$ cat src/rtl/pflash_pkg.sv
package pflash_pkg;

   typedef enum logic [1:0] {
      SEC_BOOT = 2'd0,
      SEC_PAR1 = 2'd1,
      SEC_PAR2 = 2'd2,
      SEC_MAIN = 2'd3
   } sector_e;

   // bit positions inside the synchronized control vector
   localparam int CTL_CE   = 0;
   localparam int CTL_OE   = 1;
   localparam int CTL_WE   = 2;
   localparam int CTL_RST  = 3;
   localparam int CTL_WORD = 4;
   localparam int CTL_W    = 5;

endpackage

$ cat src/rtl/pflash_sync.sv
module pflash_sync #(
   parameter int       W       = 1,
   parameter int       STAGES  = 2,
   parameter logic [W-1:0] RST_VAL = '0
) (
   input  logic         clk,
   input  logic         rst_n,
   input  logic [W-1:0] d,
   output logic [W-1:0] q
);
   if (STAGES < 2) begin : g_bad_stages
      $error("pflash_sync: STAGES must be at least 2");
   end

   logic [W-1:0] st [STAGES];

   always_ff @(posedge clk or negedge rst_n) begin
      if (!rst_n) st[0] <= RST_VAL;
      else        st[0] <= d;
   end

   for (genvar i = 1; i < STAGES; i++) begin : g_stage
      always_ff @(posedge clk or negedge rst_n) begin
         if (!rst_n) st[i] <= RST_VAL;
         else        st[i] <= st[i-1];
      end
   end

   assign q = st[STAGES-1];
endmodule

$ cat src/rtl/pflash_sector_map.sv
module pflash_sector_map
   import pflash_pkg::*;
#(
   parameter int ADDR_W      = 19,
   parameter int BOOT_WORDS  = 8192,
   parameter int PARAM_WORDS = 4096,
   parameter bit TOP_BOOT    = 1'b0
) (
   input  logic [ADDR_W-1:0] addr,
   output sector_e           sector
);
   localparam int DEPTH = 1 << ADDR_W;

   if (BOOT_WORDS + 2 * PARAM_WORDS >= DEPTH) begin : g_bad_map
      $error("pflash_sector_map: boot and parameter sectors exceed address space");
   end

   if (TOP_BOOT) begin : g_top
      localparam logic [ADDR_W-1:0] BOOT_LO = ADDR_W'(DEPTH - BOOT_WORDS);
      localparam logic [ADDR_W-1:0] P1_LO   = ADDR_W'(DEPTH - BOOT_WORDS - PARAM_WORDS);
      localparam logic [ADDR_W-1:0] P2_LO   = ADDR_W'(DEPTH - BOOT_WORDS - 2 * PARAM_WORDS);
      always_comb begin
         if      (addr >= BOOT_LO) sector = SEC_BOOT;
         else if (addr >= P1_LO)   sector = SEC_PAR1;
         else if (addr >= P2_LO)   sector = SEC_PAR2;
         else                      sector = SEC_MAIN;
      end
   end else begin : g_bottom
      localparam logic [ADDR_W-1:0] P1_LO   = ADDR_W'(BOOT_WORDS);
      localparam logic [ADDR_W-1:0] P2_LO   = ADDR_W'(BOOT_WORDS + PARAM_WORDS);
      localparam logic [ADDR_W-1:0] MAIN_LO = ADDR_W'(BOOT_WORDS + 2 * PARAM_WORDS);
      always_comb begin
         if      (addr < P1_LO)   sector = SEC_BOOT;
         else if (addr < P2_LO)   sector = SEC_PAR1;
         else if (addr < MAIN_LO) sector = SEC_PAR2;
         else                     sector = SEC_MAIN;
      end
   end
endmodule

$ cat src/rtl/pflash_rd_path.sv
module pflash_rd_path #(
   parameter int DATA_W = 16
) (
   input  logic              clr,
   input  logic              ce_s,
   input  logic              oe_s,
   input  logic              we_s,
   input  logic              word_s,
   input  logic              lsb_s,
   input  logic [DATA_W-1:0] rd_data,
   output logic [DATA_W-1:0] dq_out,
   output logic [DATA_W-1:0] dq_oe
);
   localparam int HALF = DATA_W / 2;

   logic            rd_en;
   logic [HALF-1:0] lane;

   assign rd_en = !clr && !ce_s && !oe_s && we_s;
   assign lane  = lsb_s ? rd_data[DATA_W-1:HALF] : rd_data[HALF-1:0];

   // low lane always used, high lane only on the wide bus
   for (genvar b = 0; b < DATA_W; b++) begin : g_bit
      if (b < HALF) begin : g_lo
         assign dq_oe[b]  = rd_en;
         assign dq_out[b] = word_s ? rd_data[b] : lane[b];
      end else begin : g_hi
         assign dq_oe[b]  = rd_en && word_s;
         assign dq_out[b] = word_s && rd_data[b];
      end
   end
endmodule

$ cat src/rtl/pflash_wr_capture.sv
module pflash_wr_capture
   import pflash_pkg::*;
#(
   parameter int ADDR_W = 19,
   parameter int DATA_W = 16
) (
   input  logic              clk,
   input  logic              rst_n,
   input  logic              clr,
   input  logic              ce_s,
   input  logic              oe_s,
   input  logic              we_s,
   input  logic              word_s,
   input  logic              lsb_s,
   input  logic [ADDR_W-1:0] addr_s,
   input  logic [DATA_W-1:0] dq_s,
   input  logic              boot_lock,
   input  sector_e           cap_sector,
   output logic [ADDR_W-1:0] cap_addr,
   output logic              wr_valid,
   output logic [ADDR_W-1:0] wr_addr,
   output logic              wr_lsb,
   output logic              wr_byte,
   output logic [DATA_W-1:0] wr_data,
   output sector_e           wr_sector
);
   localparam int HALF = DATA_W / 2;

   logic strobe, strobe_q, fall, rise, armed, cap_lsb, blocked;
   logic [DATA_W-1:0] data_sel;

   // combined strobe is low only while both pins are low
   assign strobe  = ce_s | we_s;
   assign fall    = strobe_q && !strobe;
   assign rise    = !strobe_q && strobe;
   assign blocked = boot_lock && (cap_sector == SEC_BOOT);
   assign data_sel = word_s ? dq_s : {{HALF{1'b0}}, dq_s[HALF-1:0]};

   always_ff @(posedge clk or negedge rst_n) begin
      if (!rst_n) begin
         strobe_q <= 1'b1;
         armed    <= 1'b0;
         cap_addr <= '0;
         cap_lsb  <= 1'b0;
      end else if (clr) begin
         strobe_q <= 1'b1;
         armed    <= 1'b0;
      end else begin
         strobe_q <= strobe;
         if (fall) begin
            armed    <= oe_s;
            cap_addr <= addr_s;
            cap_lsb  <= lsb_s;
         end else if (rise || !oe_s) begin
            armed <= 1'b0;
         end
      end
   end

   always_ff @(posedge clk or negedge rst_n) begin
      if (!rst_n) begin
         wr_valid  <= 1'b0;
         wr_addr   <= '0;
         wr_lsb    <= 1'b0;
         wr_byte   <= 1'b0;
         wr_data   <= '0;
         wr_sector <= SEC_BOOT;
      end else begin
         wr_valid <= !clr && rise && armed && oe_s && !blocked;
         if (!clr && rise && armed) begin
            wr_addr   <= cap_addr;
            wr_lsb    <= !word_s && cap_lsb;
            wr_byte   <= !word_s;
            wr_data   <= data_sel;
            wr_sector <= cap_sector;
         end
      end
   end
endmodule

$ cat src/rtl/pflash_bus_front.sv
module pflash_bus_front
   import pflash_pkg::*;
#(
   parameter int ADDR_W      = 19,
   parameter int DATA_W      = 16,
   parameter int BOOT_WORDS  = 8192,
   parameter int PARAM_WORDS = 4096,
   parameter bit TOP_BOOT    = 1'b0,
   parameter int SYNC_STAGES = 2
) (
   input  logic              clk,
   input  logic              rst_n,
   input  logic              ce_n,
   input  logic              oe_n,
   input  logic              we_n,
   input  logic              pin_rst_n,
   input  logic              word_sel,
   input  logic [ADDR_W-1:0] addr_pin,
   input  logic [DATA_W-1:0] dq_in,
   output logic [DATA_W-1:0] dq_out,
   output logic [DATA_W-1:0] dq_oe,
   output logic [ADDR_W-1:0] rd_addr,
   input  logic [DATA_W-1:0] rd_data,
   output logic [1:0]        rd_sector,
   input  logic              boot_lock,
   output logic              wr_valid,
   output logic [ADDR_W-1:0] wr_addr,
   output logic              wr_lsb,
   output logic              wr_byte,
   output logic [DATA_W-1:0] wr_data,
   output logic [1:0]        wr_sector
);
   localparam int BUS_W = ADDR_W + DATA_W;
   localparam logic [CTL_W-1:0] CTL_IDLE = CTL_W'(5'b10111);

   if (DATA_W < 4 || (DATA_W % 2) != 0) begin : g_bad_data
      $error("pflash_bus_front: DATA_W must be even and at least 4");
   end
   if (ADDR_W < 8 || ADDR_W > 30) begin : g_bad_addr
      $error("pflash_bus_front: ADDR_W out of range");
   end

   logic [CTL_W-1:0] ctl_raw, ctl_s;
   logic [BUS_W-1:0] bus_raw, bus_s;
   logic ce_s, oe_s, we_s, rp_s, word_s, lsb_s, clr;
   logic [ADDR_W-1:0] addr_s, cap_addr;
   logic [DATA_W-1:0] dq_s;
   sector_e rd_sec_e, cap_sec_e, wr_sec_e;

   assign ctl_raw[CTL_CE]   = ce_n;
   assign ctl_raw[CTL_OE]   = oe_n;
   assign ctl_raw[CTL_WE]   = we_n;
   assign ctl_raw[CTL_RST]  = pin_rst_n;
   assign ctl_raw[CTL_WORD] = word_sel;
   assign bus_raw = {addr_pin, dq_in};

   pflash_sync #(.W(CTL_W), .STAGES(SYNC_STAGES), .RST_VAL(CTL_IDLE)) u_ctl_sync (
      .clk(clk), .rst_n(rst_n), .d(ctl_raw), .q(ctl_s));

   pflash_sync #(.W(BUS_W), .STAGES(SYNC_STAGES), .RST_VAL('0)) u_bus_sync (
      .clk(clk), .rst_n(rst_n), .d(bus_raw), .q(bus_s));

   assign ce_s   = ctl_s[CTL_CE];
   assign oe_s   = ctl_s[CTL_OE];
   assign we_s   = ctl_s[CTL_WE];
   assign rp_s   = ctl_s[CTL_RST];
   assign word_s = ctl_s[CTL_WORD];
   assign clr    = !rp_s;
   assign addr_s = bus_s[BUS_W-1:DATA_W];
   assign dq_s   = bus_s[DATA_W-1:0];
   assign lsb_s  = dq_s[DATA_W-1];

   pflash_sector_map #(.ADDR_W(ADDR_W), .BOOT_WORDS(BOOT_WORDS),
                       .PARAM_WORDS(PARAM_WORDS), .TOP_BOOT(TOP_BOOT)) u_rd_map (
      .addr(addr_s), .sector(rd_sec_e));

   pflash_sector_map #(.ADDR_W(ADDR_W), .BOOT_WORDS(BOOT_WORDS),
                       .PARAM_WORDS(PARAM_WORDS), .TOP_BOOT(TOP_BOOT)) u_wr_map (
      .addr(cap_addr), .sector(cap_sec_e));

   pflash_rd_path #(.DATA_W(DATA_W)) u_rd (
      .clr(clr), .ce_s(ce_s), .oe_s(oe_s), .we_s(we_s), .word_s(word_s),
      .lsb_s(lsb_s), .rd_data(rd_data), .dq_out(dq_out), .dq_oe(dq_oe));

   pflash_wr_capture #(.ADDR_W(ADDR_W), .DATA_W(DATA_W)) u_wr (
      .clk(clk), .rst_n(rst_n), .clr(clr), .ce_s(ce_s), .oe_s(oe_s),
      .we_s(we_s), .word_s(word_s), .lsb_s(lsb_s), .addr_s(addr_s),
      .dq_s(dq_s), .boot_lock(boot_lock), .cap_sector(cap_sec_e),
      .cap_addr(cap_addr), .wr_valid(wr_valid), .wr_addr(wr_addr),
      .wr_lsb(wr_lsb), .wr_byte(wr_byte), .wr_data(wr_data),
      .wr_sector(wr_sec_e));

   assign rd_addr   = addr_s;
   assign rd_sector = rd_sec_e;
   assign wr_sector = wr_sec_e;
endmodule

$ cat config.mk
export PLATFORM = sky130hd
export DESIGN_NAME = pflash_bus_front
export DESIGN_NICKNAME = d
export VERILOG_FILES = /design/src/rtl/pflash_pkg.sv /design/src/rtl/pflash_sync.sv /design/src/rtl/pflash_sector_map.sv /design/src/rtl/pflash_rd_path.sv /design/src/rtl/pflash_wr_capture.sv /design/src/rtl/pflash_bus_front.sv
export SDC_FILE = /design/constraint.sdc
export NUM_CORES = 1
export LEC_CHECK = 0
export BUFFER_PORTS_ARGS = -buffer_cell sky130_fd_sc_hd__buf_2
export CAP_MARGIN = 20
export CORE_ASPECT_RATIO = 1.5
export CORE_MARGIN = 5
export CORE_UTILIZATION = 50
export DETAILED_ROUTE_END_ITERATION = 6
export GPL_TIMING_DRIVEN = 1
export PLACE_DENSITY = 0.78
export SLEW_MARGIN = 30
export SYNTH_ARGS = -nofsm -noshare
export SYNTH_HDL_FRONTEND = slang
export SYNTH_SLANG_ARGS = --single-unit
export TNS_END_PERCENT = 20
$ cat constraint.sdc
create_clock -name clk -period 2.2 [get_ports clk]
set_input_delay 0.44 -clock clk [delete_from_list [all_inputs] [get_ports clk]]
set_output_delay 0.44 -clock clk [all_outputs]
set_load 0.02 [all_outputs]
==> qor.yml <==
yosys:
  synthDistinctLibCells: 27
  synth_top_area_share: 0.681
  yosysWarnings: 0
  synthArstFlopShare: 1.00
  synthTopCellsByCount: "133 x dfrtp_1, 56 x mux2_2, 34 x buf_4, 12 x nand2_1, 11 x inv_1"
  yosysMostFrequentCell: "dfrtp_1"
  synth_area_um2: 4890
  synth.net_count: 362
  synth_area_per_cell_um2: 16.1
  ys_ff_latch: 142
  yosys-top-cells-area: "dfrtp_1 68%, mux2_2 13%, buf_4 5.2%, dfstp_2 4.8%, mux2i_1 1.8%"
  synth_edf_count: 0
  synth_area_leader_cell: "dfrtp_1"
  synth_seq_area_share: 0.729
  ys.flop_type: "dfrtp_1"
  syn-instance-count: 303
min_path:
  hold_path.class: "in2reg"
pwr:
  power_w: 0.00655
  p_leak_nw: 3.19
  powerDensity_nw_per_um2: 1050
  vdd_drop_max_v: 0.000748
routing:
  drt_iter0_markers: 108
  firstDrtPassIters: 3
  routed_wl_mm: 9.09
  ant_nets: 0
  wl_per_cell_um: 16.0
  vias: 2728
  viasPerCell: 4.79
  drc: 0
sta:
  setup_tns_ns: 0
  drv_slew: 0
  period_share: 0.966
  worst_slew_pin_slew_ns: 0.482
  finalHoldViolations: 0
  holdWs_ns: 0.136
  timing.fmax_ghz: 0.471
  fin_ws_ns: 0.0758
  setup_viol: 0
  slew_headroom: 0.679
  fin_worst_skew_ns: 0.0102
  period_minus_slack_ns: 2.12
  rsz0062_at_grt: "no"
global_route:
  antenna_found_initial: 1
  grt_pass1_wl_mm: 14.8
  grt_max_degree: 55
  grtUsageTotal: 0.162
  grt_pass1_vias: 3037
  grt_remaining_overflow: 0
clocking:
  clk_path_buf_depth: 2
  insertion_delay_ns: 0.41
  cts-root-buf: "clkbuf_16"
  cts-htree-levels: 4
  cts_setup_buffers: 0
  cts.sinks: 142
  path_clk_slew_ns: 0.06
  cts_buffers: 17
  cts_tree: "built"
worst_setup_path:
  start_kind: "flop"
  end_kind: "primary output"
  critPathArrivalTime_ns: 1.68
  crit_slowest_cell: "or4_4"
  crit_path_max_incr_delay_ns: 0.55
  crit_required_ns: 1.76
  path_max_fanout: 3
  worstSetupPathType: "reg2out"
  path_cells: "or4_4, nor2_4, o21ai_0, buf_2"
floorplan:
  start_util: 0.507
  row_count: 44
  coreArea_um2: 9630
  ioPinCount: 152
  die_w_um: 90.7
  dieArea_um2: 11900
  die_y_um: 131
cells_and_area:
  nNetsFinal: 501
  syn2layout_area_growth_pct: 28.2
  fillers: 700
  fin_area_um2: 6270
  n_antenna_cell: 0
  drive_gt1_frac: 0.582
flow_run:
  max_cap_violations: 0
placement:
  place_congestion: 0.736
  place_hpwl_mm: 6.50
  port_buffers: 151
  place_ws_ns: 0.440
  place_area_um2: 5590
status:
  status: "finished clean"
-- worst max-delay path: cells and delay by family, from the launching register on --
kind                   cells  cell delay, ns
flip-flops                 1            0.39
buffers and inverters      1            0.16
AO/OA/AOI/OAI              1            0.08
AND/OR/NAND/NOR            2            0.65
-- cell families after synthesis --
kind of cell	synth area share
multiplexers	0.152
AO/OA/AOI/OAI	0.00102
buffers and inverters	0.0717
flip-flops	0.729
adder cells (fa/ha/maj)	0.00205
AND/OR/NAND/NOR	0.0438
-- worst paths after layout --
| check | start | to | slack (ns) | depth (start not counted) |
|---|---|---|---|---|
| max | u_bus_sync.q[33] | rd_sector[0] | 0.08 | 4 |
| min | dq_in[5] | u_bus_sync.st[40] | 0.14 | 1 |
| max reg2reg | u_ctl_sync.q[0] | u_wr.wr_addr[13] | 0.48 | 4 |
| min reg2reg | u_bus_sync.st[42] | u_bus_sync.q[7] | 0.35 | 0 |
| max in group asynchronous | rst_n | u_bus_sync.q[32] | 0.99 | 3 |
| min in group asynchronous | rst_n | u_bus_sync.st[62] | 0.53 | 2 |
-- metal layers --
layer / wire [µm] / up-vias / part of all wire / GRT usage
met4: 214 / 2 / 0.024 / 0.0815
met2: 4900 / 112 / 0.54 / 0.281
met1: 3190 / 1352 / 0.35 / 0.173
met5: 13 / - / 0.0014 / 0
met3: 777 / 21 / 0.085 / 0.0611
li1: - / 1241 / - / -
-- registers in the layout, indices dropped and copies added, names as in the netlist, 2 cells and up --
register        count
u_wr.wr_sector      2
u_wr.cap_addr      19
u_bus_sync.q       35
u_wr.wr_data       16
u_ctl_sync.q        5
u_bus_sync.st      35
u_wr.wr_addr       19
u_ctl_sync.st       5
-- stage by stage --
| step | cells | utilization |
|---|---|---|
| floorplan | 303 | - |
| CTS | 570 | 0.649 |
| finish | 570 | 0.651 |
| detailed placement | 537 | 0.580 |
| global placement | 537 | 0.580 |
| global route | 570 | 0.651 |
-- cells in the final DEF (no fill, tap or decap), drive strengths merged --
cell and n:
clkinvlp 3, mux2 58, nor2b 2, nor3 2, or4 1, buf 162, bufinv 5, nor2 4
clkbuf 19, mux2i 9, nand2b 1, and4bb 1, nand2 12, dlygate4sd3 1, nand4b 1, dfstp 9
and3 2, inv 12, dfrtp 133, maj3 1, nand3 2, o21ai 1, and2 9, clkinv 4
or3b 1
-- power breakdown --
part | leakage (nW) | total [W] | switching (W) | internal, W
logic | 1.14 | 0.000524 | 0.000289 | 0.000236
registers | 1.73 | 0.00293 | 0.000103 | 0.00282
clock network | 0.310 | 0.00310 | 0.00105 | 0.00205
total | 3.19 | 0.00655 | 0.00145 | 0.00511
-- timing repair --
item,CTS,global route
hold buffers,1,0
setup endpoints to repair,1,10
endpoints found under the hold margin,42,0
resized for setup,1,4
-- cell type report --
| class | count | area [µm²] | area share |
|---|---|---|---|
| multi-input cells | 107 | 995 | 0.159 |
| flip-flops and latches | 142 | 3560 | 0.569 |
| clock inverters | 13 | 213 | 0.0339 |
| well taps | 115 | 144 | 0.0230 |
| clock buffers | 19 | 443 | 0.0707 |
| repair buffers | 163 | 867 | 0.138 |
| inverters | 11 | 41.3 | 0.00659 |
Note: power is estimated with default switching activity, not from simulation.
